==> config.mk <==
export PLATFORM = sky130hd
export DESIGN_NAME = i2c_scl_pacer
export DESIGN_NICKNAME = d
export VERILOG_FILES = /design/src/rtl/scl_pacer_pkg.sv /design/src/rtl/scl_tick_gen.sv /design/src/rtl/scl_line_sync.sv /design/src/rtl/scl_phase_ctrl.sv /design/src/rtl/i2c_scl_pacer.sv
export SDC_FILE = /design/constraint.sdc
export NUM_CORES = 1
export LEC_CHECK = 0
export BUFFER_PORTS_ARGS = -buffer_cell sky130_fd_sc_hd__buf_2
export CAP_MARGIN = 10
export CORE_MARGIN = 3
export CORE_UTILIZATION = 30
export CTS_CLUSTER_DIAMETER = 40
export DETAILED_ROUTE_END_ITERATION = 8
export GPL_TIMING_DRIVEN = 0
export SETUP_SLACK_MARGIN = 0.15
export SLEW_MARGIN = 20
export SYNTH_ARGS = -nofsm -noshare
export SYNTH_HDL_FRONTEND = slang
export SYNTH_SLANG_ARGS = --single-unit
==> constraint.sdc <==
create_clock -name clk -period 3.6 [get_ports clk]
set_input_delay 1.08 -clock clk [delete_from_list [all_inputs] [get_ports clk]]
set_output_delay 1.08 -clock clk [all_outputs]
set_load 0.02 [all_outputs]
==> src/rtl/scl_pacer_pkg.sv <==
package scl_pacer_pkg;

  typedef enum logic [1:0] {
    PH_IDLE = 2'd0,
    PH_LOW  = 2'd1,
    PH_GAP  = 2'd2,
    PH_HIGH = 2'd3
  } scl_phase_e;

  // A programmed count of zero is stretched to one tick.
  function automatic int unsigned eff_count(input int unsigned raw);
    return (raw == 0) ? 1 : raw;
  endfunction

  // Released ticks between the low phase and the counted high phase.
  function automatic int unsigned gap_ticks(input int unsigned hi_raw,
                                            input int unsigned lo_raw,
                                            input int unsigned cyc_raw);
    int unsigned h;
    int unsigned l;
    h = eff_count(hi_raw);
    l = eff_count(lo_raw);
    if (cyc_raw > h + l) return cyc_raw - h - l;
    return 1;
  endfunction

  // Ticks from the start of the high phase to the sample strobe.
  function automatic int unsigned mid_ticks(input int unsigned hi_raw);
    return (eff_count(hi_raw) + 1) / 2;
  endfunction

endpackage

==> src/rtl/scl_tick_gen.sv <==
module scl_tick_gen #(
  parameter int DIV_W = 8
) (
  input  logic             clk,
  input  logic             rst_n,
  input  logic             restart,
  input  logic             run,
  input  logic [DIV_W-1:0] div_val,
  output logic             tick
);

  logic [DIV_W-1:0] pcnt;
  logic [DIV_W-1:0] last;

  assign last = (div_val == '0) ? '0 : div_val - DIV_W'(1);
  assign tick = run && (pcnt == last);

  always_ff @(posedge clk or negedge rst_n) begin
    if (!rst_n)       pcnt <= '0;
    else if (restart) pcnt <= '0;
    else if (run)     pcnt <= (pcnt == last) ? '0 : pcnt + DIV_W'(1);
  end


  pcnt_bound_chk: assert property (@(posedge clk) disable iff (!rst_n)
    run |-> pcnt <= last);


  tick_spacing_chk: assert property (@(posedge clk) disable iff (!rst_n)
    (tick && last != '0) |=> !tick);

endmodule

==> src/rtl/scl_line_sync.sv <==
module scl_line_sync #(
  parameter int STAGES = 2
) (
  input  logic clk,
  input  logic rst_n,
  input  logic line_in,
  output logic line_hi
);

  logic [STAGES-1:0] shreg;

  always_ff @(posedge clk or negedge rst_n) begin
    if (!rst_n) shreg <= '1;
    else        shreg <= STAGES'({shreg, line_in});
  end

  assign line_hi = shreg[STAGES-1];

endmodule

==> src/rtl/scl_phase_ctrl.sv <==
module scl_phase_ctrl import scl_pacer_pkg::*; #(
  parameter int DIV_W = 8,
  parameter int CNT_W = 10
) (
  input  logic               clk,
  input  logic               rst_n,
  input  logic               run_req,
  input  logic               halt_req,
  input  logic [DIV_W-1:0]   cfg_div,
  input  logic [3*CNT_W-1:0] cfg_counts,
  input  logic               tick,
  input  logic               line_hi,
  output logic               start_fire,
  output logic [DIV_W-1:0]   div_q,
  output logic               busy,
  output logic               drive_low,
  output logic               rise_stb,
  output logic               mid_stb,
  output logic               fall_stb
);

  localparam logic [CNT_W-1:0] ONE = CNT_W'(1);

  scl_phase_e       ph;
  logic [CNT_W-1:0] hi_q, lo_q, gap_q, mid_q, cnt;
  logic [CNT_W-1:0] hi_w, lo_w, cyc_w;
  logic             stop_pend, stop_now;
  logic             low_done, gap_reached, gap_done, mid_hit, high_done;

  assign cyc_w = cfg_counts[CNT_W-1:0];
  assign lo_w  = cfg_counts[2*CNT_W-1:CNT_W];
  assign hi_w  = cfg_counts[3*CNT_W-1:2*CNT_W];

  // Named phase events, visible to the checks below.
  assign start_fire  = (ph == PH_IDLE) && run_req;
  assign stop_now    = stop_pend || halt_req;
  assign low_done    = (ph == PH_LOW)  && tick && (cnt == lo_q - ONE);
  assign gap_reached = (cnt >= gap_q - ONE);
  assign gap_done    = (ph == PH_GAP)  && tick && gap_reached && line_hi;
  assign mid_hit     = (ph == PH_HIGH) && tick && (cnt == mid_q - ONE);
  assign high_done   = (ph == PH_HIGH) && tick && (cnt == hi_q - ONE);

  assign busy      = (ph != PH_IDLE);
  assign drive_low = (ph == PH_LOW);

  always_ff @(posedge clk or negedge rst_n) begin
    if (!rst_n) begin
      ph        <= PH_IDLE;
      cnt       <= '0;
      div_q     <= '0;
      hi_q      <= ONE;
      lo_q      <= ONE;
      gap_q     <= ONE;
      mid_q     <= ONE;
      stop_pend <= 1'b0;
      rise_stb  <= 1'b0;
      mid_stb   <= 1'b0;
      fall_stb  <= 1'b0;
    end else begin
      rise_stb <= 1'b0;
      fall_stb <= 1'b0;
      mid_stb  <= mid_hit;
      if (busy && halt_req) stop_pend <= 1'b1;
      case (ph)
        PH_IDLE: begin
          if (run_req) begin
            div_q     <= cfg_div;
            hi_q      <= CNT_W'(eff_count(32'(hi_w)));
            lo_q      <= CNT_W'(eff_count(32'(lo_w)));
            gap_q     <= CNT_W'(gap_ticks(32'(hi_w), 32'(lo_w), 32'(cyc_w)));
            mid_q     <= CNT_W'(mid_ticks(32'(hi_w)));
            cnt       <= '0;
            stop_pend <= 1'b0;
            ph        <= PH_LOW;
          end
        end
        PH_LOW: begin
          if (low_done) begin
            cnt <= '0;
            ph  <= PH_GAP;
          end else if (tick) begin
            cnt <= cnt + ONE;
          end
        end
        PH_GAP: begin
          if (gap_done) begin
            cnt      <= '0;
            ph       <= PH_HIGH;
            rise_stb <= 1'b1;
          end else if (tick && !gap_reached) begin
            cnt <= cnt + ONE;
          end
        end
        PH_HIGH: begin
          if (high_done) begin
            cnt <= '0;
            if (stop_now) begin
              ph        <= PH_IDLE;
              stop_pend <= 1'b0;
            end else begin
              ph       <= PH_LOW;
              fall_stb <= 1'b1;
            end
          end else if (tick) begin
            cnt <= cnt + ONE;
          end
        end
        default: ph <= PH_IDLE;
      endcase
    end
  end


  rise_needs_line_chk: assert property (@(posedge clk) disable iff (!rst_n)
    rise_stb |-> $past(line_hi));


  fall_into_low_chk: assert property (@(posedge clk) disable iff (!rst_n)
    fall_stb |-> drive_low);


  strobe_excl_chk: assert property (@(posedge clk) disable iff (!rst_n)
    $onehot0({rise_stb, fall_stb}));


  start_low_chk: assert property (@(posedge clk) disable iff (!rst_n)
    start_fire |=> (drive_low && !fall_stb));


  cfg_hold_chk: assert property (@(posedge clk) disable iff (!rst_n)
    (busy && $past(busy)) |-> ($stable(div_q) && $stable(hi_q) && $stable(lo_q) && $stable(gap_q)));


  halt_quiet_chk: assert property (@(posedge clk) disable iff (!rst_n)
    $fell(busy) |-> (!fall_stb && !drive_low));

endmodule

==> src/rtl/i2c_scl_pacer.sv <==
module i2c_scl_pacer #(
  parameter int DIV_W       = 8,
  parameter int CNT_W       = 10,
  parameter int SYNC_STAGES = 2
) (
  input  logic               clk,
  input  logic               rst_n,
  input  logic [DIV_W-1:0]   cfg_div,
  input  logic [3*CNT_W-1:0] cfg_counts,
  input  logic               run_req,
  input  logic               halt_req,
  input  logic               scl_in,
  output logic               scl_drive_low,
  output logic               busy,
  output logic               rise_stb,
  output logic               mid_stb,
  output logic               fall_stb
);

  logic             tick;
  logic             line_hi;
  logic             start_fire;
  logic [DIV_W-1:0] div_q;

  scl_line_sync #(.STAGES(SYNC_STAGES)) u_sync (
    .clk     (clk),
    .rst_n   (rst_n),
    .line_in (scl_in),
    .line_hi (line_hi)
  );

  scl_tick_gen #(.DIV_W(DIV_W)) u_tick (
    .clk     (clk),
    .rst_n   (rst_n),
    .restart (start_fire),
    .run     (busy),
    .div_val (div_q),
    .tick    (tick)
  );

  scl_phase_ctrl #(.DIV_W(DIV_W), .CNT_W(CNT_W)) u_ctrl (
    .clk        (clk),
    .rst_n      (rst_n),
    .run_req    (run_req),
    .halt_req   (halt_req),
    .cfg_div    (cfg_div),
    .cfg_counts (cfg_counts),
    .tick       (tick),
    .line_hi    (line_hi),
    .start_fire (start_fire),
    .div_q      (div_q),
    .busy       (busy),
    .drive_low  (scl_drive_low),
    .rise_stb   (rise_stb),
    .mid_stb    (mid_stb),
    .fall_stb   (fall_stb)
  );


  idle_released_chk: assert property (@(posedge clk) disable iff (!rst_n)
    !busy |-> (!scl_drive_low && !rise_stb));

endmodule

Word-level counts from Yosys, hierarchy flattened
Index checks and enable logic that the tools add are counted.

storage, ports and cells
  flip-flop bits (word level) = 74
  bits of input ports = 43
  output and inout bits = 5
  logic and storage cells = 95

cells by class
  add/subtract/negate cells = 11
  magnitude comparators = 2
  eq/ne operators = 12
  mux-type cells = 34
  reductions and logical operators = 23

operators by type and width
  cell                     count
  $mux W10                 10
  $pmux W10 S4             1
  $sub A10 B1 Y10 const B  4
  $add A32 B32 Y32         1
  $gt A10 B32 Y1           1
  $mux W8                  4
  $eq A10 B10 Y1           3
  $logic_not A10 Y1        2
  $sub A10 B10 Y10         2
  $mux W1                  13
  $logic_and A1 B1 Y1      12
  $add A11 B1 Y11 const B  1
  $add A10 B1 Y10 const B  1
  $ge A10 B10 Y1           1
  $add A8 B1 Y8 const B    1
  $eq A8 B8 Y1             1
  $logic_not A8 Y1         1
  $mux W2                  4
  $pmux W2 S4              1
  $sub A8 B1 Y8 const B    1
  $ne A2 B1 Y1 const B     3
  $eq A2 B2 Y1 const B     2
  $reduce_and A2 Y1        2
  $reduce_and A4 Y1        1
  other kinds (8)          9

Longest topological paths before layout
  depth in word-level cells = 9
  gate-level depth with buffers = 21
  depth with buffers taken out = 20

By module
A second synthesis with hierarchy kept.

second synthesis, totals
  cell total of the unflattened synthesis = 764
  area, all modules = 6577.6 um2

by module, submodules not included
  module          times used  cells each  area an instance (um2)
  scl_phase_ctrl  1           649         5675.4
  scl_tick_gen    1           113         849.6
  scl_line_sync   1           2           52.6

Least setup slack after synthesis
Ideal clock, no wire load.

  path kind = in2reg
  from = in cfg_counts[25]
  to = reg u_ctrl.gap_q[9]
  arrival = 4.578 ns
  required time = 3.532 ns
  setup slack = -1.045 ns
  cell stages on the path = 21
  buffers on the path = 1
  cell sequence = nor4_1 -> a31oi_1 -> inv_1 -> ha_1 -> inv_1 -> fa_1 -> nor2b_1 -> o21ai_0 -> a21oi_1 -> o21ai_0 -> a21oi_1 -> o21a_1 -> nor2_1 -> xor2_1 -> ha_1 -> nand4_1 -> nor3_1 -> a2111oi_0 -> and3_1 -> clkbuf_1 -> a32o_1

between the ends
  word-level cells in the longest chain between the ends = 8
  elaborated cells between the ends (all ways) = 11
  classes of those cells = add/sub: 3; order compare: 1; mux: 6; reduce/logical: 1

RTL lines
  item                    RTL line              text
  start: declaration      i2c_scl_pacer.sv:9    input logic [3*CNT_W-1:0] cfg_counts,
  $logic_not A10 Y1       scl_pacer_pkg.sv:12   return (raw == 0) ? 1 : raw;
  $mux W10 *              scl_pacer_pkg.sv:12
  $add A32 B32 Y32        scl_pacer_pkg.sv:23   if (cyc_raw > h + l) return cyc_raw - h - l;
  $gt A10 B32 Y1          scl_pacer_pkg.sv:23
  $mux W1                 scl_pacer_pkg.sv:23
  $mux W1                 scl_phase_ctrl.sv:66  if (run_req) begin
  $mux W1                 scl_phase_ctrl.sv:64  case (ph)
  $mux W10 *              scl_pacer_pkg.sv:24   return 1;
  end signal: assignment  scl_phase_ctrl.sv:70  gap_q <= CNT_W'(gap_ticks(32'(hi_w), 32'(lo_w), 32'(cyc_w)));
  end: declaration        scl_phase_ctrl.sv:25  logic [CNT_W-1:0] hi_q, lo_q, gap_q, mid_q, cnt;

Mark *: on every way between the ends. The rest lies on a longest branch, timed or not. The select of a mux whose other input is x is not followed.
A chain may end at the register's enable or synchronous reset.

Worst setup path in the final report
  from = in cfg_counts[17]
  to = reg u_ctrl.gap_q[9]

The elaborated chain is that of the path after synthesis.

==> impl_metrics.toml <==
[die]
initial_cell_density_of_the_core_pct = 31.19
rows = 52
num_io_pins = 48
dieHeight_microns = 152.4
die_area_sq_um = 23240
core_area_sq_um = 20620
die_width_microns = 152.4

[drt]
detail_route.first_pass.iterations = 4
avgViaCountPerCell = 4.995
dr.first_iter.drc_count = 429
wl_per_cell_microns = 15.26
drc = 0
route.vias.total = 5609
wl_mm = 17.14
detail-route-antenna-nets = 0

[logic_synthesis]
synth_most_common_cell = "sky130_fd_sc_hd__nand2_1"
yosysSeqAreaShare_pct = 28.90
synth_flop_cell = "sky130_fd_sc_hd__dfrtp_1"
yosys.area.top_type = "sky130_fd_sc_hd__dfrtp_1"
netlist_top_cells_area = "sky130_fd_sc_hd__dfrtp_1 (26%), sky130_fd_sc_hd__ha_1 (12%), sky130_fd_sc_hd__xnor2_1 (5.9%)"
post-synth-top-area-fraction_pct = 26.45
synthTopCellsByCount = "sky130_fd_sc_hd__nand2_1 (90), sky130_fd_sc_hd__dfrtp_1 (68), sky130_fd_sc_hd__o21ai_0 (63)"
synth.cell_area_sq_um = 6434
synth.net_count = 886
postSynth.asyncResetShare_pct = 100.0
syn-instance-count = 773
post_synth.cell_area_avg_sq_um = 8.323
synth-warning-count = 0
synth-edff-count = 0
yosys.cell_types.count = 74
postSynthRegisterBits = 74

[outcome]
status = "complete, but fails checks"
violations = "setup timing"

[timing]
final_min_period_over_clock_period_pct = 120.1
worst_pin_slew_ns = 0.5945
setup_slack_ns = -0.7241
rsz0062_at_grt = "true"
timing.final.crit_period_ns = 4.324
report.final.setup_viol = 10
final-hold-violation-count = 0
max_freq_ghz = 0.2313
final-max-slew-violation-count = 0
max-slew-margin-rel_pct = 60.06
timing.setup.tns_ns = -6.799
finalClockSkew_ns = 0.006971

[critical_path]
crit_type = "primary input to flip-flop"
worst_path_most_repeated_cell = "sky130_fd_sc_hd__buf_4"
endpoint_kind = "flip-flop"
worst_path_max_delay_cell = "sky130_fd_sc_hd__fa_2"
cpLargestDelayFamily = "compound AO/OA/AOI/OAI gates"
cp.required_ns = 3.83
cpPeakStageDelay_ns = 0.34
critPathMaxFanout = 5
cp_data_arrival_time_ns = 4.56
worstSetupStartpointType = "primary input"
cp_num_buf_inv = 7
cp_cell_instances = "buf_8, nor4_4, a41oi_2, inv_2, ha_4, inv_2, fa_2, nor2b_2, o21ai_2, a21oi_2, o21ai_2, buf_4, buf_4, buf_4, nand3_1, nand2b_1, ha_1, a21o_1, a21o_1, a21oi_1, o21ai_0, and3_4, buf_8, a32o_1"

[clock_network]
hold_buffers = 0
cts_tree = "built"
clkLatencyLatePin_ns = 0.35
tritoncts.num_buffers = 9
cts.reportedPaths.clkPinSlew_ns = 0.06
htreeDepth = 3
clockBufferDepth = 2
numClockSinks = 74
cts.root.buffer_cell = "sky130_fd_sc_hd__clkbuf_16"

[placement]
dpl.hpwl_mm = 13.21
port_buffers = 47
placement.setup.worst_slack_ns = -1.606
routabilityCongestion = 0.8785

[power]
irDropWorstVdd_mv = 0.1579
power_density_nw_per_um2 = 292.6
leakagePower_nw = 3.417

[grt]
grt.overflow.total = 0
grtUsageMet1_pct = 20.38
grt_start_max_net_pins = 49
grt_antenna_before_repair = 0
global_route.usage.total_pct = 14.74
busiest_layer = "met2"
met3_usage_pct = 2.613
first_global_vias = 5454
grt_pass1_wl_mm = 28.10
gr-usage-met2_pct = 23.71

[layout]
syn_to_final_growth_pct = 21.53
finalNetCount = 961
final_layout_size_suffix_gt1_share_pct = 16.76
antenna-diode-count = 0

[worst_hold_path]
min-delay-path-class = "flip-flop to flip-flop"

[job]
maxCapViolCount = 0
[power breakdown]
part | switching [W] | internal, W | leakage [nW]
Combinational | 0.000216 | 0.000175 | 2.33
Sequential | 0.000000693 | 0.000834 | 0.921
Clock | 0.000379 | 0.000683 | 0.167
[kinds of logic after synthesis]
group,synth area share [%]
compound gates,18.92
xor+xnor,9.666
fa+ha+maj,14.78
buf+inv,6.632
flops,28.90
mux,0.5639
simple gates,20.54
[stage by stage]
step / utilization, % / hold WS [ns] / total power (W) / cells / area (sq um)
after floorplan: - / 0.3452 / 0.001081 / 773 / 6485
after global placement: 34.22 / 0.3522 / 0.001195 / 1090 / 7058
after detailed placement: 34.37 / 0.3475 / 0.001205 / 1091 / 7088
after CTS: 37.19 / 0.3650 / 0.002301 / 1120 / 7670
after global routing: 37.91 / 0.3750 / 0.002393 / 1123 / 7819
final: 37.91 / 0.3668 / 0.002288 / 1123 / 7819
[layout by cell type (no fill, tap or decap), drive strengths merged, types with 6 or more instances in the layout]
cell / instances
nand2: 92
buf: 71
dfrtp: 68
o21ai: 66
inv: 61
ha: 60
clkbuf: 49
xnor2: 43
nor2: 42
xor2: 28
a21oi: 28
nand3: 23
nor3: 19
nor4: 15
nand2b: 12
nand4: 12
a31oi: 12
a22o: 10
fa: 10
nor2b: 9
o31ai: 9
o21a: 8
o211ai: 8
nor3b: 7
or3: 6
dfstp: 6
or4: 6
and3: 6
[per-layer routing]
layer	up-vias	part of all wire [%]	routed length, microns
met2	93	46	7902
met3	17	3.6	620
met4	0	1.5	252
li1	2862	-	-
met1	2637	49	8367
met5	-	0	0
[state kept, by name, summed over array words and instances (netlist names)]
name              flops
u_ctrl.gap_q         10
u_ctrl.mid_q         10
u_ctrl.fall_stb       1
u_ctrl.rise_stb       1
u_tick.pcnt           8
u_ctrl.hi_q          10
u_ctrl.cnt           10
u_ctrl.stop_pend      1
u_ctrl.div_q          8
u_sync.shreg          2
u_ctrl.mid_stb        1
u_ctrl.ph             2
u_ctrl.lo_q          10
[layout make-up]
type	count	area [sq um]
well taps	270	337.8
clock inverters	7	123.9
repair buffers	64	441.7
clock buffers	9	225.2
fillers	2115	12810
inverters	60	225.2
flip-flops and latches	74	1859
multi-input cells	592	4393
plain buffers	47	212.7
[timing repair]
item | CTS | global route
gates cloned | 1 | 0
gates resized for setup | 32 | 31
setup buffers | 12 | 3
pin swaps | 12 | 12
setup endpoints to repair | 16 | 22
[path summary, 6_finish.rpt]
check                      cells after the start                     endpoint  slack [ns]                   startpoint
max                                           24  u_ctrl.gap_q[9]$_DFFE_PN0P_       -0.72               cfg_counts[17]
min                                            0    u_sync.shreg[1]$_DFF_PN1_        0.37    u_sync.shreg[0]$_DFF_PN1_
max reg2reg                                   11    u_ctrl.cnt[4]$_DFFE_PN0P_        0.29  u_ctrl.div_q[3]$_DFFE_PN0P_
min reg2reg                                    0    u_sync.shreg[1]$_DFF_PN1_        0.37    u_sync.shreg[0]$_DFF_PN1_
max in group asynchronous                      2  u_ctrl.mid_q[0]$_DFFE_PN1P_        2.31                        rst_n
min in group asynchronous                      1  u_ctrl.div_q[6]$_DFFE_PN0P_        0.66                        rst_n
(Power assumes the default switching activity.)
